[src/rtl/tgc_pkg.sv]
package tgc_pkg;
    typedef enum logic [1:0] {
        ST_IDLE  = 2'd0,
        ST_ARM   = 2'd1,
        ST_COUNT = 2'd2
    } tgc_state_e;
endpackage

[src/rtl/tgc_sync.sv]
module tgc_sync #(
    parameter int STAGES = 2
) (
    input  logic clk,
    input  logic rst_n,
    input  logic d_i,
    output logic q_o
);
    logic [STAGES-1:0] chain_d, chain_q;

    generate
        if (STAGES == 1) begin : g_single
            always_comb chain_d = d_i;
        end else begin : g_multi
            always_comb chain_d = {chain_q[STAGES-2:0], d_i};
        end
    endgenerate

    always_ff @(posedge clk or negedge rst_n) begin
        if (!rst_n) chain_q <= '0;
        else        chain_q <= chain_d;
    end

    assign q_o = chain_q[STAGES-1];
endmodule

[src/rtl/tgc_prescale.sv]
module tgc_prescale #(
    parameter int TICK_DIV = 4,
    localparam int DIV_W = (TICK_DIV > 1) ? $clog2(TICK_DIV) : 1
) (
    input  logic clk,
    input  logic rst_n,
    input  logic clr_i,
    input  logic en_i,
    output logic tick_o
);
    logic [DIV_W-1:0] div_d, div_q;

    always_comb begin
        tick_o = en_i && !clr_i && (div_q == DIV_W'(TICK_DIV - 1));
        div_d  = div_q;
        if (clr_i)       div_d = '0;
        else if (tick_o) div_d = '0;
        else if (en_i)   div_d = div_q + DIV_W'(1);
    end

    always_ff @(posedge clk or negedge rst_n) begin
        if (!rst_n) div_q <= '0;
        else        div_q <= div_d;
    end
endmodule

[src/rtl/tgc_satcount.sv]
module tgc_satcount #(
    parameter int W = 3
) (
    input  logic         clk,
    input  logic         rst_n,
    input  logic         clr_i,
    input  logic         inc_i,
    output logic [W-1:0] cnt_o,
    output logic         full_o
);
    logic [W-1:0] cnt_d, cnt_q;

    always_comb begin
        full_o = (cnt_q == {W{1'b1}});
        cnt_d  = cnt_q;
        if (clr_i)                cnt_d = '0;
        else if (inc_i && !full_o) cnt_d = cnt_q + W'(1);
    end

    always_ff @(posedge clk or negedge rst_n) begin
        if (!rst_n) cnt_q <= '0;
        else        cnt_q <= cnt_d;
    end

    assign cnt_o = cnt_q;
endmodule

[src/rtl/tau_gate_counter.sv]
module tau_gate_counter
    import tgc_pkg::*;
#(
    parameter int CODE_W         = 3,
    parameter int TICK_DIV       = 4,
    parameter int TIMEOUT_CYCLES = 64,
    parameter int SYNC_STAGES    = 2
) (
    input  logic              clk,
    input  logic              rst_n,
    input  logic              start_i,
    input  logic              cmp_i,
    output logic [CODE_W-1:0] code_o,
    output logic              valid_o,
    output logic              step_en_o,
    output logic              ovf_o,
    output logic              tmo_o
);
    localparam int TMR_W = $clog2(TIMEOUT_CYCLES + 1);
    localparam logic [TMR_W-1:0] TMR_LAST = TMR_W'(TIMEOUT_CYCLES - 1);
    localparam logic [CODE_W-1:0] CODE_MAX = {CODE_W{1'b1}};

    typedef struct packed {
        tgc_state_e        state;
        logic [TMR_W-1:0]  tmr;
        logic [CODE_W-1:0] code;
        logic              valid;
        logic              ovf;
        logic              tmo;
    } tgc_regs_t;

    tgc_regs_t r_d, r_q;

    logic              cmp_s;
    logic              tick;
    logic              pre_clr, pre_en;
    logic              cnt_clr, cnt_inc, cnt_full;
    logic [CODE_W-1:0] cnt;

    tgc_sync #(.STAGES(SYNC_STAGES)) u_sync (
        .clk   (clk),
        .rst_n (rst_n),
        .d_i   (cmp_i),
        .q_o   (cmp_s)
    );

    tgc_prescale #(.TICK_DIV(TICK_DIV)) u_pre (
        .clk    (clk),
        .rst_n  (rst_n),
        .clr_i  (pre_clr),
        .en_i   (pre_en),
        .tick_o (tick)
    );

    tgc_satcount #(.W(CODE_W)) u_cnt (
        .clk    (clk),
        .rst_n  (rst_n),
        .clr_i  (cnt_clr),
        .inc_i  (cnt_inc),
        .cnt_o  (cnt),
        .full_o (cnt_full)
    );

    always_comb begin
        r_d     = r_q;
        cnt_clr = 1'b0;
        cnt_inc = 1'b0;
        pre_en  = (r_q.state == ST_COUNT);
        pre_clr = (r_q.state != ST_COUNT);

        unique case (r_q.state)
            ST_IDLE: begin
                if (start_i) begin
                    r_d.state = ST_ARM;
                    r_d.tmr   = '0;
                    r_d.valid = 1'b0;
                    r_d.ovf   = 1'b0;
                    r_d.tmo   = 1'b0;
                    cnt_clr   = 1'b1;
                end
            end
            ST_ARM: begin
                r_d.tmr = r_q.tmr + TMR_W'(1);
                if (cmp_s) begin
                    r_d.state = ST_COUNT;
                end else if (r_q.tmr == TMR_LAST) begin
                    r_d.state = ST_IDLE;
                    r_d.valid = 1'b1;
                    r_d.tmo   = 1'b1;
                end
            end
            ST_COUNT: begin
                r_d.tmr = r_q.tmr + TMR_W'(1);
                if (!cmp_s) begin
                    r_d.state = ST_IDLE;
                    r_d.valid = 1'b1;
                    r_d.code  = cnt;
                end else if (tick && cnt_full) begin
                    r_d.state = ST_IDLE;
                    r_d.valid = 1'b1;
                    r_d.ovf   = 1'b1;
                    r_d.code  = CODE_MAX;
                end else if (r_q.tmr == TMR_LAST) begin
                    r_d.state = ST_IDLE;
                    r_d.valid = 1'b1;
                    r_d.tmo   = 1'b1;
                end else if (tick) begin
                    cnt_inc = 1'b1;
                end
            end
            default: r_d.state = ST_IDLE;
        endcase
    end

    always_ff @(posedge clk or negedge rst_n) begin
        if (!rst_n) begin
            r_q.state <= ST_IDLE;
            r_q.tmr   <= '0;
            r_q.code  <= '0;
            r_q.valid <= 1'b0;
            r_q.ovf   <= 1'b0;
            r_q.tmo   <= 1'b0;
        end else begin
            r_q <= r_d;
        end
    end

    assign code_o    = r_q.code;
    assign valid_o   = r_q.valid;
    assign step_en_o = (r_q.state != ST_IDLE);
    assign ovf_o     = r_q.ovf;
    assign tmo_o     = r_q.tmo;
endmodule

[config.mk]
export PLATFORM = sky130hd
export DESIGN_NAME = tau_gate_counter
export DESIGN_NICKNAME = d
export VERILOG_FILES = /design/src/rtl/tgc_pkg.sv /design/src/rtl/tgc_sync.sv /design/src/rtl/tgc_prescale.sv /design/src/rtl/tgc_satcount.sv /design/src/rtl/tau_gate_counter.sv
export SDC_FILE = /design/constraint.sdc
export NUM_CORES = 1
export LEC_CHECK = 0
export BUFFER_PORTS_ARGS = -buffer_cell sky130_fd_sc_hd__buf_2
export CORE_ASPECT_RATIO = 1.25
export CORE_UTILIZATION = 50
export CTS_BUF_LIST = sky130_fd_sc_hd__clkbuf_16
export CTS_CLUSTER_SIZE = 24
export DETAILED_ROUTE_END_ITERATION = 12
export PLACE_DENSITY_LB_ADDON = 0.05
export SLEW_MARGIN = 5
export SYNTH_ARGS = -nofsm -noshare
export SYNTH_HDL_FRONTEND = slang
export SYNTH_SLANG_ARGS = --single-unit
[constraint.sdc]
create_clock -name clk -period 1.95 [get_ports clk]
set_input_delay 0.2925 -clock clk [delete_from_list [all_inputs] [get_ports clk]]
set_output_delay 0.2925 -clock clk [all_outputs]
set_load 0.05 [all_outputs]
After elaboration in Yosys (flattened, before gate mapping)
Cells that the tools add are included.

storage, ports and cells
  register bits = 22
  output and inout bits = 7
  word-level logic and storage cells = 76

cells by class
  add/sub/neg operators = 3
  equality and inequality tests = 12
  muxes and demuxes = 33
  reductions and logical operators = 19

operators by type and width
  operator             number
  $mux 2               8
  $mux 1               14
  $ne 2x2->1 const B   7
  $pmux 7 s2           1
  $mux 3               4
  $mux 9               1
  $reduce_bool 2->1    4
  $add 7x1->7 const B  1
  $eq 7x6->1 const B   1
  $pmux 1 s3           2
  $pmux 2 s3           1
  $reduce_bool 3->1    2
  $reduce_and 5->1     1
  $eq 2x2->1 const B   2
  $logic_and 1x1->1    4
  $mux 4               1
  $reduce_and 2->1     2
  $reduce_and 4->1     1
  $add 3x1->3 const B  1
  $eq 3x3->1 const B   1
  $reduce_and 3->1     1
  $add 2x1->2 const B  1
  $eq 2x1->1 const B   1
  $logic_not 1->1      2
  other kinds (3)      3

Logic depth before layout (Yosys ltp)
Gate-level depths: netlist of run 1.

  depth after elaboration = 12
  depth in mapped cells = 7
  depth with buffers taken out = 6

Hierarchy
Synthesis of run 1 repeated with hierarchy kept, for this count alone.

unflattened totals
  cells, all modules = 118
  area total of the unflattened synthesis = 1227.4 um^2

modules (own cells, without submodules)
  module            times used  cells each  area an instance (um^2)  sequential area each (um^2)
  tau_gate_counter  1           91          885.8                    375.4
  tgc_satcount      1           15          183.9                    75.1
  tgc_prescale      1           10          107.6                    50.0
  tgc_sync          1           2           50.0                     50.0

Worst setup path before layout of run 1
No wires, ideal clock.

  path kind = register to register
  start point = reg u_cnt.cnt_q[0], in the netlist u_cnt.cnt_o[0]
  end point = reg u_cnt.cnt_q[0], in the netlist u_cnt.cnt_o[0]
  setup time = 77 ps
  arrival = 1394 ps
  required time = 1873 ps
  path slack = 479 ps
  stages on the path, launching flop included = 7
  buffers on the path = 0
  cells stage by stage = dfrtp_1 ha_1 ha_1 and4b_1 o31ai_4 xor2_1 a21oi_1

between the ends
  cells in the longest elaborated chain, start to end = 7
  elaborated cells on any way between the ends = 11

RTL lines
  item                                line                    RTL
  start, declared                     tgc_satcount.sv:11      logic [W-1:0] cnt_d, cnt_q;
  start signal, assigned              tgc_satcount.sv:22      else cnt_q <= cnt_d;
  $eq 3x3->1                          tgc_satcount.sv:14      full_o = (cnt_q == {W{1'b1}});
  $logic_and 1x1->1                   tau_gate_counter.sv:98  end else if (tick && cnt_full) begin
  $mux 1                              tau_gate_counter.sv:98
  $mux 1                              tau_gate_counter.sv:94  if (!cmp_s) begin
  $mux 1                              tau_gate_counter.sv:71  unique case (r_q.state)
  $logic_and 1x1->1                   tgc_satcount.sv:17      else if (inc_i && !full_o) cnt_d = cnt_q + W'(1);
  $reduce_bool 2->1 (no source line)  n/a

Parallel ways exist; a longest one is shown, timed or not. The select of a mux whose other input is x is not followed.
A chain may end at the register's enable or synchronous reset.

Worst setup path in the final report of run 1
Ends and elaborated chain as after synthesis.

==> results.yml, run 1 <==
sta:
  post-route-period-util_pct: 82.1
  hold_slack_ns: -0.00681
  min_period_ns: 1.60
  setup_viol: 0
  tns_ns: 0
  max_slew_margin_pct: 68.1
  rsz0062_at_grt: "false"
  max_freq_mhz: 624
  worst_pin_slew_ns: 0.478
  finalWorstSetupSlack_ns: 0.349
  hold_violations: 22
  fin_skew_ns: 0.00186
  maxSlewViolCount: 0
grt:
  grt_pass1_vias: 821
  busiest_layer: "met2"
  grt_overflow: 0
  grt_max_degree: 23
  gr-usage-all-layers_pct: 19.8
  grt_pass1_wl_mm: 3.62
  use_met1_pct: 23.6
  met3_usage_pct: 3.54
  antenna_found_initial: 0
  grt_use_met2_pct: 31.4
status:
  violations: "hold timing"
  outcome: "finished with violations"
cells_and_area:
  drive_gt1_share_pct: 15.2
  n_antenna_cell: 0
  nets: 138
  fin_cells: 156
  n_fill_cell: 209
  area_growth_pct: 10.4
place:
  dpl.cell_count: 152
  place_hpwl_mm: 1.56
  gp_congestion: 0.756
  port-buffer-count: 10
  dpl_worst_slack_ns: 0.358
floorplan:
  core_sq_mm: 0.00221
  initial_core_util_pct: 53.4
  io_pins: 11
  die_w_microns: 45.5
  rows: 19
  die-height_microns: 56.3
  die_area_sq_mm: 0.00256
yosys:
  syn_nets: 130
  synthCells: 118
  yosys_most_used_dff: "dfrtp_1"
  ys_seq_area_share_pct: 46.6
  synth_largest_area_cell: "dfrtp_1"
  synthTopCellsByArea: "dfrtp_1, ha_1, nand2_1, o21ai_0, buf_4"
  synth_area_sq_mm: 0.00118
  synth_cell_type_count: 37
  yosysTopAreaCellShare_pct: 46.6
  yosys_warnings: 0
  async_flop_share_pct: 100
  avgSynthCellArea_sq_um: 10.0
  ys_ff_latch: 22
  synth_edf_count: 0
worst_setup_path:
  required_ns: 2.13
  worstPathArrival_ns: 1.78
  path_class: "register to register"
  worstPathMaxFanout: 5
  cp-start-kind: "register"
  critPathCaptureType: "register"
power_and_ir_drop:
  irDropWorstVdd_mv: 0.705
  power_leakage_nw: 0.592
  total_power_mw: 1.51
  p_per_area_mw_per_mm2: 1160
drt:
  drc: 0
  drtIter0Drc: 12
  antenna_left: 0
  dr.pass1.iters: 4
  wire_per_inst_microns: 13.4
  vias_per_cell: 5.50
  vias: 858
  wl_mm: 2.09
clock_tree:
  cts_tree: "yes"
  root_buffer: "clkbuf_16"
  insertion_delay_ns: 0.25
  htreeDepth: 1
  cts_buffers: 3
  postCtsHoldBufs: 0
  cts.path.max_buffers: 2
  cts.sinks: 22
  clkTransAtPathRegs_ns: 0.06
  cts_setup_buffers: 0
  post_cts_resized: 0
hold_path:
  worstHoldPathType: "input pin to async pin"
run:
  cap_violations: 0
## cell families (layout without fill, tap and decap cells)
| logic type | after synthesis | in the layout | share of synthesized area (%) |
|---|---|---|---|
| AO/OA/AOI/OAI | 31 | 31 | 17.7 |
| XOR/XNOR | 1 | 1 | 0.742 |
| adder cells (fa/ha/maj) | 8 | 8 | 8.47 |
| buffers and inverters | 11 | 18 | 5.08 |
| flip-flops | 22 | 22 | 46.6 |
| AND/OR/NAND/NOR | 45 | 45 | 21.4 |
## metal layers
metal	wire length, microns	part of all wire [%]	up-vias
li1	-	-	437
met1	895	43	406
met3	42	2.0	5
met4	55	2.6	0
met2	1090	52	10
met5	0	0	-
## power by group
part	leakage (nW)	switching [mW]	total, mW	internal [mW]
Clock	0.0385	0.152	0.426	0.273
Sequential	0.298	0.0446	0.556	0.512
Combinational	0.255	0.347	0.529	0.182
Total	0.592	0.544	1.51	0.967
## cell type report
type                    count  area [sq um]  share of cell area, %
clock buffers               3          75.1                   5.76
clock inverters             1          3.75                  0.288
well taps                  31          38.8                   2.98
flip-flops and latches     22           551                   42.2
inverters                   4          15.0                   1.15
multi-input cells          85           571                   43.8
repair buffers             10          50.0                   3.84
## cell usage after synthesis (2+ instances only)
cell / instances
nor3_1: 2
a21oi_1: 2
dfrtp_1: 22
inv_1: 4
o31a_1: 2
buf_4: 4
ha_1: 8
a31oi_1: 4
o211ai_1: 2
o22ai_1: 2
o21ai_1: 4
a21boi_1: 2
nand2_1: 15
nand3_1: 5
o31ai_1: 2
buf_2: 3
nor2_1: 5
nor2b_1: 4
o21ai_0: 8
## stage by stage
step                      utilization [%]  cell area (sq um)
after floorplan                         -               1180
after global placement               55.4               1220
after detailed placement             55.4               1220
after CTS                            59.0               1300
after global routing                 59.0               1300
final                                59.0               1300
## path summary, 6_finish.rpt
path / startpoint / endpoint / slack, ns / cells after the start
setup / recovery: u_cnt.cnt_o[0] / u_cnt.cnt_o[0] / 0.35 / 6
hold / removal: rst_n / code_o[0] / -0.007 / 1
setup reg to reg: u_cnt.cnt_o[0] / u_cnt.cnt_o[0] / 0.35 / 6
hold reg to reg: u_sync.chain_q[0] / u_sync.chain_q[1] / 0.35 / 0
max in group asynchronous: rst_n / u_sync.chain_q[0] / 1.63 / 1
min in group clk: cmp_i / u_sync.chain_q[0] / 0.14 / 1
## critical path, cell delays in order (launching register included)
cell and delay (ns):
dfrtp_1 0.42, ha_1 0.22, ha_1 0.20, and4b_1 0.30, o31ai_4 0.11, xor2_1 0.16, a21oi_1 0.12
## cells in the final DEF, fill, tap and decap left out, types with 2 or more instances in the layout
cell type   n
nor2b_1     4
o21ai_1     4
dfrtp_1    22
o31ai_1     2
a31oi_1     4
inv_1       4
clkbuf_16   3
nor2_1      5
nand3_1     5
ha_1        8
o211ai_1    2
o21ai_0     8
o22ai_1     2
nor3_1      2
o31a_1      2
nand2_1    15
a21boi_1    2
a21oi_1     2
buf_2      10
## flip-flops by register name, indices dropped and copies added (netlist names)
| register | flops |
|---|---|
| ovf_o | 1 |
| r_q | 9 |
| tmo_o | 1 |
| u_pre.div_q | 2 |
| code_o | 3 |
| valid_o | 1 |
| u_cnt.cnt_o | 3 |
| u_sync.chain_q | 2 |
Power figures use the tool's default switching activity.
==> inputs of run 2 (changes only) <==
clock period = 1.5 ns   (was 1.95 ns; I/O delays follow)
==> run 2 against run 1 <==
  * The run ends with setup timing left
  * Design area up 16%
  * Non-clock buffer count is 15 higher
  * Critical endpoint unchanged
  * Critical path depth did not move
  * Sequential share of layout area shrank 5.7 points
  * Via count grew 7.9%
  * Clock-buffer cell count stayed put
  * Core utilization up 9.2 points
  * Setup slack worse by 0.37 ns
==> results.yml, run 2 (synthesis results as in run 1) <==
place:
  gp_congestion: 0.763
  port-buffer-count: 10
  dpl_worst_slack_ns: -0.0876
  place_hpwl_mm: 1.73
clock_tree:
  cts_tree: "yes"
  cts_buffers: 3
  clkTransAtPathRegs_ns: 0.06
  root_buffer: "clkbuf_16"
  cts.sinks: 22
  cts.path.max_buffers: 2
  insertion_delay_ns: 0.26
  htreeDepth: 1
worst_setup_path:
  critPathCaptureType: "register"
  required_ns: 1.68
  worstPathArrival_ns: 1.70
  path_class: "register to register"
  rrSetupSlack_ns: -0.02
  reg2reg_depth: 6
  cp-start-kind: "register"
  crit_start: "u_cnt.cnt_o[1]"
  r2r_end: "u_cnt.cnt_o[0]"
  endpoint: "u_cnt.cnt_o[0]"
  reg2reg_from: "u_cnt.cnt_o[1]"
  worstPathMaxFanout: 4
sta:
  tns_ns: -0.0207
  max_freq_mhz: 658
  rsz0062_at_grt: "true"
  finalWorstSetupSlack_ns: -0.0196
  hold_violations: 0
  maxSlewViolCount: 0
  fin_skew_ns: 0.00178
  min_period_ns: 1.52
  max_slew_margin_pct: 67.4
  setup_viol: 2
  worst_pin_slew_ns: 0.489
  post-route-period-util_pct: 101
floorplan:
  rows: 19
  io_pins: 11
  core_sq_mm: 0.00221
  initial_core_util_pct: 53.4
  die_w_microns: 45.5
  die-height_microns: 56.3
  die_area_sq_mm: 0.00256
power_and_ir_drop:
  seqPwrFrac_pct: 29.2
  p_per_area_mw_per_mm2: 1650
  irDropWorstVdd_mv: 1.07
  switching_share_pct: 33.3
  power_leakage_nw: 0.680
  clockPowerShare_pct: 30.4
  total_power_mw: 2.48
  p_comb_share_pct: 40.4
  p_switching_mw: 0.825
  power.internal_mw: 1.65
grt:
  gr-usage-all-layers_pct: 22.5
  antenna_found_initial: 0
  grt_overflow: 0
  grt_max_degree: 23
  grt_pass1_vias: 929
  grt_pass1_wl_mm: 4.15
cells_and_area:
  utilization_pct: 68.1
  largest_reg_flops: 9
  area_growth_pct: 27.5
  n_fill_cell: 175
  final_cell_mix: "dfrtp_1, nand2_1, buf_4"
  final_common_cell: "dfrtp_1"
  n_antenna_cell: 0
  drive_gt1_share_pct: 32.1
  largest_register: "r_q"
  nets: 153
drt:
  drtIter0Drc: 19
  wl_mm: 2.41
  dr.pass1.iters: 3
  vias_per_cell: 5.42
  drc: 0
  antenna_left: 0
  vias: 926
  wire_per_inst_microns: 14.1
run:
  cap_violations: 0
hold_path:
  hold_path_depth: 1
  worstHoldPathType: "input pin to register"
status:
  outcome: "finished with violations"
  violations: "setup timing"
run 2: power by group through the flow:
stage / sequential (mW) / combinational, mW / clock [mW]
2_1_floorplan: 0.745 / 0.563 / 0
3_3_place_gp: 0.725 / 0.851 / 0
3_5_place_dp: 0.733 / 0.872 / 0
4_1_cts: 0.723 / 0.908 / 0.759
5_1_grt: 0.734 / 1.11 / 0.785
6_report: 0.724 / 1.00 / 0.753
run 2: per-layer routing:
metal | part of all wire (%) | vias to the layer above | routed length, microns | global-route usage (%)
met5 | 0 | - | 0 | 0
met4 | 2.0 | 0 | 49 | 10.4
met3 | 1.5 | 5 | 35 | 2.89
met2 | 54 | 10 | 1290 | 38.6
met1 | 43 | 453 | 1040 | 26.4
li1 | - | 458 | - | -
run 2: critical path, cell delays in order, from the launching register on:
cell,delay [ns]
dfrtp_1,0.38
ha_2,0.20
ha_4,0.16
and4b_1,0.29
o31ai_4,0.11
xor2_1,0.15
a21oi_1,0.15
run 2: per-stage QoR:
stage | hold WS [ns] | area (sq um) | std cells
after floorplan | -0.0706 | 1180 | 118
after global placement | 0.219 | 1320 | 164
after detailed placement | 0.225 | 1320 | 164
after CTS | 0.0694 | 1470 | 170
after global routing | 0.0638 | 1510 | 171
final | 0.0694 | 1510 | 171
run 2: what timing repair did:
action                     in CTS  in global routing
gates cloned                    0                  0
pin swaps                       0                  1
hold endpoints to repair       22                  0
gates resized for setup         9                  8
setup endpoints to repair      11                 14
setup buffers                   1                  1
hold buffers                    1                  0
run 2: final cells by class:
cell class	instances	area (sq um)	area share (%)
inverter	4	15.0	0.997
clock inverter	1	30.0	1.99
tap	31	38.8	2.57
sequential	22	551	36.5
clock buffer	3	75.1	4.98
multi-input combinational	85	629	41.8
timing repair buffer	25	168	11.1
run 2: how the worst min path moves through the flow:
stage | startpoint | end | slack, ns
2_1_floorplan | rst_n | code_o[0] | -0.07
3_3_place_gp | rst_n | u_pre.div_q[0] | 0.22
3_5_place_dp | rst_n | u_pre.div_q[1] | 0.23
4_1_cts | cmp_i | u_sync.chain_q[0] | 0.07
5_1_grt | cmp_i | u_sync.chain_q[0] | 0.06
6_report | cmp_i | u_sync.chain_q[0] | 0.07
==> inputs of run 3 (changes only) <==
TNS_END_PERCENT = 30   (was not set)
==> run 3 against run 2 <==
  * The flow still finishes with violations (setup timing)
  * Maximum frequency hardly changed
  * Combinational power barely moved
  * Global-route usage increased by 0.065 points
  * Critical path depth stayed put
  * Via count is 0.86% lower
  * Critical path type unchanged
  * Largest cell class unchanged
  * Largest power group unchanged
==> results.yml, run 3 (synthesis results as in run 1) <==
drt:
  drtIter0Drc: 19
  dr.pass1.iters: 3
  vias: 918
  wl_mm: 2.41
  drc: 0
  vias_per_cell: 5.37
  wire_per_inst_microns: 14.1
  antenna_left: 0
sta:
  hold_violations: 0
  rsz0062_at_grt: "true"
  fin_skew_ns: 0.00144
  post-route-period-util_pct: 101
  finalWorstSetupSlack_ns: -0.0197
  setup_viol: 1
  maxSlewViolCount: 0
  max_freq_mhz: 658
  worst_pin_slew_ns: 0.487
  max_slew_margin_pct: 67.6
  min_period_ns: 1.52
clock_tree:
  insertion_delay_ns: 0.26
  clkTransAtPathRegs_ns: 0.06
  cts_tree: "yes"
  cts.path.max_buffers: 2
  root_buffer: "clkbuf_16"
  cts.sinks: 22
  htreeDepth: 1
  cts_buffers: 3
worst_setup_path:
  worstPathMaxFanout: 4
  critPathCaptureType: "register"
  cp-start-kind: "register"
  slowest_stage: "dfrtp_1"
  crit_chain: "ha_2, ha_4, and4b_1, o31ai_4, xor2_1, a21oi_1"
  path_class: "register to register"
  worstPathArrival_ns: 1.70
  slowest_delay_ns: 0.38
  required_ns: 1.68
floorplan:
  die_area_sq_mm: 0.00256
  die-height_microns: 56.3
  initial_core_util_pct: 53.4
  rows: 19
  die_w_microns: 45.5
  io_pins: 11
  core_sq_mm: 0.00221
cells_and_area:
  final_common_cell: "dfrtp_1"
  n_antenna_cell: 0
  largest_register: "r_q"
  area_growth_pct: 27.9
  drive_gt1_share_pct: 32.1
  utilization_pct: 68.3
  final_cell_mix: "dfrtp_1, nand2_1, buf_4"
  n_fill_cell: 173
  nets: 153
  largest_reg_flops: 9
  fin_cells: 171
grt:
  gr-usage-all-layers_pct: 22.5
  grt_pass1_wl_mm: 4.16
  antenna_found_initial: 0
  grt_overflow: 0
  grt_pass1_vias: 929
  grt_max_degree: 23
power_and_ir_drop:
  total_power_mw: 2.49
  p_per_area_mw_per_mm2: 1650
  power_leakage_nw: 0.681
  irDropWorstVdd_mv: 1.07
place:
  dpl.cell_count: 164
  place_hpwl_mm: 1.73
  port-buffer-count: 10
  gp_congestion: 0.763
status:
  outcome: "finished with violations"
  violations: "setup timing"
hold_path:
  worstHoldPathType: "input pin to register"
run:
  cap_violations: 0
## run 3: cell count changes in the layout (fill, tap and decap cells not counted)
cell and delta:
buf_4 -1, buf_6 +1, o21ai_0 +1, o21ai_1 -1
## run 3: area by class of cell
type,instances,area (sq um),area share (%)
Timing Repair Buffer,25,171,11.4
Tap cell,31,38.8,2.57
Inverter,4,15.0,0.994
Clock inverter,1,30.0,1.99
Clock buffer,3,75.1,4.97
Sequential cell,22,551,36.5
Multi-Input combinational cell,85,629,41.7
## run 3: report_power, final
group	switching (mW)	leakage [nW]	internal (mW)
Sequential	0.0592	0.298	0.664
Combinational	0.542	0.332	0.470
Clock	0.224	0.0511	0.530
Total	0.825	0.681	1.66
## run 3: worst paths after layout
| check | start | end | slack [ns] | cells past startpoint |
|---|---|---|---|---|
| max in group asynchronous | rst_n | code_o[2] | 0.71 | 2 |
| worst min register to register | u_sync.chain_q[0] | u_sync.chain_q[1] | 0.35 | 0 |
| worst max-delay path | u_cnt.cnt_o[1] | u_cnt.cnt_o[0] | -0.02 | 6 |
| worst max register to register | u_cnt.cnt_o[1] | u_cnt.cnt_o[0] | -0.02 | 6 |
| min in group asynchronous | rst_n | u_pre.div_q[1] | 0.46 | 2 |
| worst min-delay path | cmp_i | u_sync.chain_q[0] | 0.07 | 1 |
## run 3: metrics by stage
step                setup TNS (ns)  setup slack, ns  area [sq um]  hold slack [ns]
floorplan                        0           0.0285          1180          -0.0706
global placement           -0.0511          -0.0498          1320            0.219
detailed placement          -0.369          -0.0876          1320            0.225
CTS                        -0.0395          -0.0365          1470           0.0694
global route                -0.413          -0.0870          1510           0.0638
finish                     -0.0197          -0.0197          1510           0.0691
## run 3: layer usage
layer | wire (microns) | global-route usage (%) | share of wire [%] | up-vias
met3 | 35 | 2.89 | 1.5 | 5
met2 | 1280 | 38.6 | 53 | 10
met4 | 49 | 10.4 | 2.0 | 0
met5 | 0 | 0 | 0 | -
li1 | - | - | - | 459
met1 | 1050 | 26.6 | 43 | 444
## run 3: critical path: cells and delay by family (launching register included)
family	cells	cell delay [ns]
xor gates and xnor gates	1	0.15
AOI/OAI and AO/OA	2	0.26
and+or+nand+nor	1	0.29
DFF	1	0.38
adders and majority gates	2	0.36
## run 3: timing repair
action	CTS	global route
pin swaps	0	1
resized for setup	10	7
buffers inserted	1	1
hold buffers	1	0
endpoints found under the setup margin	11	14
hold endpoints to repair	22	0
